<file path="src/rtl/cpwm_pkg.sv">
package cpwm_pkg;
  localparam int DUTY_W   = 8;
  localparam int DEAD_W   = 4;
  localparam int CTRL_W   = DUTY_W + DEAD_W;
  localparam int FIELD_N  = 2;
  localparam int PERIOD   = (1 << DUTY_W) - 1;
  localparam int CNT_LAST = PERIOD - 1;

  typedef struct packed {
    logic [DEAD_W-1:0] dead;
    logic [DUTY_W-1:0] duty;
  } ctrl_t;

  typedef enum logic {
    SRC_REG  = 1'b0,
    SRC_PINS = 1'b1
  } src_e;
endpackage

</file>
<file path="src/rtl/cpwm_ctrl_reg.sv">
module cpwm_ctrl_reg
  import cpwm_pkg::*;
(
  input  logic               clk,
  input  logic               rst,
  input  logic               wr_valid,
  output logic               wr_ready,
  input  logic [FIELD_N-1:0] wr_field,
  input  logic [CTRL_W-1:0]  wr_data,
  input  logic               src_sel,
  input  logic [CTRL_W-1:0]  pin_bits,
  output ctrl_t              ctrl_o
);
  ctrl_t             ctrl_q;
  logic [CTRL_W-1:0] wr_mask;
  logic              wr_fire;

  assign wr_ready = 1'b1;
  assign wr_fire  = wr_valid && wr_ready;
  assign wr_mask  = {{DEAD_W{wr_field[1]}}, {DUTY_W{wr_field[0]}}};

  always_ff @(posedge clk) begin
    if (rst) begin
      ctrl_q <= '0;
    end else if (wr_fire) begin
      ctrl_q <= (ctrl_q & ~wr_mask) | (wr_data & wr_mask);
    end
  end

  assign ctrl_o = (src_e'(src_sel) == SRC_PINS) ? ctrl_t'(pin_bits) : ctrl_q;

  AST_REG_HOLD: assert property (@(posedge clk) disable iff (rst)
    !wr_valid |=> $stable(ctrl_q));

  AST_FIELD_KEEP: assert property (@(posedge clk) disable iff (rst)
    (wr_valid && !wr_field[1]) |=> $stable(ctrl_q.dead));
endmodule

</file>
<file path="src/rtl/cpwm_period.sv">
module cpwm_period
  import cpwm_pkg::*;
(
  input  logic              clk,
  input  logic              rst,
  input  ctrl_t             ctrl_i,
  output logic              raw_o,
  output logic [DEAD_W-1:0] dead_o
);
  logic [DUTY_W-1:0] cnt_q;
  ctrl_t             shadow_q;
  logic              wrap;

  assign wrap = (cnt_q == DUTY_W'(CNT_LAST));

  always_ff @(posedge clk) begin
    if (rst) begin
      cnt_q    <= '0;
      shadow_q <= '0;
    end else begin
      cnt_q <= wrap ? '0 : cnt_q + 1'b1;
      if (wrap) shadow_q <= ctrl_i;
    end
  end

  assign raw_o  = (cnt_q < shadow_q.duty);
  assign dead_o = shadow_q.dead;

  AST_CNT_RANGE: assert property (@(posedge clk) disable iff (rst)
    cnt_q <= DUTY_W'(CNT_LAST));

  AST_SHADOW_HOLD: assert property (@(posedge clk) disable iff (rst)
    (cnt_q != '0) |-> $stable(shadow_q));

  AST_FULL_ON: assert property (@(posedge clk) disable iff (rst)
    (shadow_q.duty == '1) |-> raw_o);
endmodule

</file>
<file path="src/rtl/cpwm_gate.sv">
module cpwm_gate
  import cpwm_pkg::*;
(
  input  logic              clk,
  input  logic              rst,
  input  logic              want_i,
  input  logic [DEAD_W-1:0] dead_i,
  output logic              drv_o
);
  localparam logic [DEAD_W-1:0] RUN_MAX = '1;

  logic [DEAD_W-1:0] run_q;

  always_ff @(posedge clk) begin
    if (rst || !want_i) begin
      run_q <= '0;
    end else if (run_q != RUN_MAX) begin
      run_q <= run_q + 1'b1;
    end
  end

  assign drv_o = want_i && (run_q >= dead_i) && !rst;
endmodule

</file>
<file path="src/rtl/cpwm_top.sv">
module cpwm_top
  import cpwm_pkg::*;
(
  input  logic               clk,
  input  logic               rst,
  input  logic               wr_valid,
  output logic               wr_ready,
  input  logic [FIELD_N-1:0] wr_field,
  input  logic [CTRL_W-1:0]  wr_data,
  input  logic               src_sel,
  input  logic [CTRL_W-1:0]  pin_bits,
  output logic               drv_hi,
  output logic               drv_lo
);
  ctrl_t             ctrl;
  logic              raw;
  logic [DEAD_W-1:0] dead_sh;
  logic [1:0]        want;
  logic [1:0]        drive;

  cpwm_ctrl_reg u_reg (
    .clk      (clk),
    .rst      (rst),
    .wr_valid (wr_valid),
    .wr_ready (wr_ready),
    .wr_field (wr_field),
    .wr_data  (wr_data),
    .src_sel  (src_sel),
    .pin_bits (pin_bits),
    .ctrl_o   (ctrl)
  );

  cpwm_period u_period (
    .clk    (clk),
    .rst    (rst),
    .ctrl_i (ctrl),
    .raw_o  (raw),
    .dead_o (dead_sh)
  );

  assign want = {~raw, raw};

  for (genvar s = 0; s < 2; s++) begin : g_side
    cpwm_gate u_gate (
      .clk    (clk),
      .rst    (rst),
      .want_i (want[s]),
      .dead_i (dead_sh),
      .drv_o  (drive[s])
    );
  end

  assign drv_hi = drive[0];
  assign drv_lo = drive[1];

  AST_NO_OVERLAP: assert property (@(posedge clk) disable iff (rst)
    !(drv_hi && drv_lo));

  AST_HI_GAP: assert property (@(posedge clk) disable iff (rst)
    ($rose(raw) && dead_sh != '0) |-> !drv_hi);

  AST_HI_NOGAP: assert property (@(posedge clk) disable iff (rst)
    ($rose(raw) && dead_sh == '0) |-> drv_hi);

  AST_LO_GAP: assert property (@(posedge clk) disable iff (rst)
    ($fell(raw) && dead_sh != '0) |-> (!drv_lo && !drv_hi));
endmodule

</file>
<file path="config.mk">
export PLATFORM = sky130hd
export DESIGN_NAME = cpwm_top
export DESIGN_NICKNAME = d
export VERILOG_FILES = /design/src/rtl/cpwm_pkg.sv /design/src/rtl/cpwm_ctrl_reg.sv /design/src/rtl/cpwm_period.sv /design/src/rtl/cpwm_gate.sv /design/src/rtl/cpwm_top.sv
export SDC_FILE = /design/constraint.sdc
export NUM_CORES = 1
export LEC_CHECK = 0
export BUFFER_PORTS_ARGS = -buffer_cell sky130_fd_sc_hd__buf_2
export CAP_MARGIN = 20
export CORE_UTILIZATION = 60
export DETAILED_ROUTE_END_ITERATION = 6
export GPL_ROUTABILITY_DRIVEN = 0
export MAX_ROUTING_LAYER = met4
export PLACE_DENSITY = 0.85
export SKIP_LAST_GASP = 1
export SLEW_MARGIN = 5
export SYNTH_ARGS = -nofsm -noshare
export SYNTH_HDL_FRONTEND = slang
export SYNTH_SLANG_ARGS = --single-unit
</file>
<file path="constraint.sdc">
create_clock -name clk -period 4.1 [get_ports clk]
set_clock_uncertainty 0.15 [all_clocks]
set_input_delay 0.82 -clock clk [delete_from_list [all_inputs] [get_ports clk]]
set_output_delay 0.82 -clock clk [all_outputs]
set_load 0.005 [all_outputs]
</file>
==> impl_metrics.ini <==
[outcome]
status = complete, no violations

[synthesis]
synth-simple-area-share = 0.1840
ys_ff_latch = 40
ys_top_cells_by_area = dfxtp_1 (39%), ha_1 (12%), mux2i_1 (6.8%)
yosysTopAreaCell = dfxtp_1
yosysUniqueCellTypes = 36
synthAdderAreaFrac = 0.1150
synthMuxAreaShare = 0.06780
avgSynthCellArea_um2 = 9.146
yosysSeqAreaShare = 0.3874
syn_nets = 275
synth-compound-area-share = 0.1574
synth_cells = 226
synth_top_family_by_area = simple AND/OR/NAND/NOR gates
synth_xor_xnor_area_share = 0.03390
syn-cell-area_um2 = 2067
netlist.area_leader.share = 0.3874
yosysWarnings = 0

[floorplanning]
die_w_um = 60.70
io_pins = 33
row_count = 20
initial_utilization = 0.6556
die-area_um2 = 3684
fp.coreArea_um2 = 3153
fp.dieH_um = 60.70

[global_route]
grt_use_met1 = 0.2965
top_usage_layer = met2
grt_pass1_wl_um = 6196
antenna_found_initial = 0
track_usage = 0.2368
grt_max_degree = 33
grt_overflow = 0
gr-usage-met2 = 0.3705
grt_pass1_vias = 1432
use_met3 = 0.06397

[detailed_routing]
drt_pre_antenna_iters = 4
wire_per_inst_um = 11.99
post-route-drc-count = 0
vias_per_cell = 5.381
routed_wl_um = 3584
ant_nets = 0
vias = 1609
first_iter_violations = 68

[power_and_ir_drop]
p_int_uw = 529.7
cellLeakagePower_nw = 0.8898
netSwitchingFraction = 0.2656
peakVddDrop_uv = 247.0
pwr-share-clk = 0.299
power_density_nw_per_um2 = 312.8
p_seq_frac = 0.575
p_sw_uw = 191.6
p_total_uw = 721.3
pwr-share-comb = 0.126

[sta]
setup_viol = 0
final.min_clock_period_ns = 2.995
hold_violations = 0
drv_slew = 0
rsz0062_at_grt = false
fin_crit_sh = 0.7304
fin_setup_tns_ns = 0
timing.fmax_ghz = 0.3339

[worst_setup_path]
crit_fanout = 5
start_kind = flop
r2r_cells = 6
critPathRequiredTime_ns = 3.13
end_kind = output port
cp.arrival_ns = 2.02
crit_type = flop to output port

[finish]
drive_gt1_frac = 0.2000
design_area_um2 = 2306
syn2layout_area_growth_pct = 11.56
most-common-layout-cells = dfxtp_1 (40), buf_2 (31), nand3_1 (20), ha_1 (19), nor3_1 (16)
final_common_cell = dfxtp_1
fin_nets = 303
antenna_cells = 0

[clock_network]
htreeDepth = 2
clkLatencyLatePin_ns = 0.35
holdBufCountCts = 0
cts.sinks = 40
ctsResizeCount = 0
cts_buffers = 5
post-cts-setup-buffers = 0
clk_pin_slew_worst_paths_ns = 0.12
clockBufferDepth = 2
cts_tree = done
root_buffer = clkbuf_4

[worst_hold_path]
hold_class = flop to flop
whs_path_depth = 2

[place]
portBuffers = 31
place.detailed.hpwl_um = 2720
placed_cell_area_um2 = 2225

[job]
drv_cap = 0
## layer usage
layer | up-vias | wire length (um)
met5 | - | 0
met4 | 0 | 36
met3 | 5 | 111
met2 | 32 | 1629
met1 | 707 | 1806
li1 | 865 | -
## kinds of logic after synthesis
family                   after synthesis
multiplexers                          14
flip-flops                            40
adder cells (fa/ha/maj)               19
XOR/XNOR                               8
AND/OR/NAND/NOR                       77
AO/OA/AOI/OAI                         42
other                                  1
buffers and inverters                 25
## metrics by stage
| stage | setup WS [ns] | cells | hold WS [ns] | util |
|---|---|---|---|---|
| detailed placement | 1.501 | 290 | 0.2964 | 0.7056 |
| global route | 0.9270 | 299 | 0.3279 | 0.7313 |
| floorplan | 1.664 | 226 | 0.2857 | - |
| finish | 1.105 | 299 | 0.3105 | 0.7313 |
| global placement | 1.521 | 290 | 0.2914 | 0.7056 |
| CTS | 1.086 | 298 | 0.3135 | 0.7266 |
## power by group through the flow
stage | Combinational, mW | Clock, mW | Sequential (mW)
6_report | 0.0908 | 0.216 | 0.415
5_1_grt | 0.104 | 0.240 | 0.417
3_5_place_dp | 0.0913 | 0 | 0.423
3_3_place_gp | 0.0892 | 0 | 0.423
2_1_floorplan | 0.0651 | 0 | 0.420
4_1_cts | 0.0918 | 0.221 | 0.415
## synth_stat cells, drive strengths merged
master / n
buf: 6
nor4: 1
nand3: 20
xor2: 3
xnor2: 5
inv: 13
nand2b: 3
nand3b: 2
ha: 19
a211oi: 12
o21a: 4
a21oi: 14
nor3b: 1
nand2: 15
and3: 2
dfxtp: 40
a211o: 2
mux2i: 14
clkbuf: 6
nor2: 16
o21ai: 3
a2111oi: 2
conb: 1
o211ai: 1
nand4: 1
a21o: 1
a221oi: 1
a31oi: 2
nor3: 16
## worst max-delay path, stage by stage (launching register included)
cell and delay [ns]:
dfxtp_1 0.35, inv_1 0.04, ha_1 0.33, and3_2 0.22
a221oi_4 0.30, o21a_2 0.24, nor3_1 0.06, buf_2 0.13
## final cells by class
cell class	count	area, um^2
well taps	44	55.05
flip-flops and latches	40	800.8
multi-input cells	161	1157
fillers	262	847.1
inverters	13	48.80
clock inverters	2	15.01
clock buffers	6	51.30
repair buffers	33	177.7
## worst paths after layout
| kind | start | to | slack [ns] |
|---|---|---|---|
| max | u_period.shadow_q[7] | drv_lo | 1.11 |
| max reg2reg | u_period.shadow_q[7] | g_side[0].u_gate.run_q[3] | 2.25 |
| min reg2reg | flop | flop | 0.31 |
| min | flop | flop | 0.31 |
No activity file was read; power rests on OpenSTA's default activity.
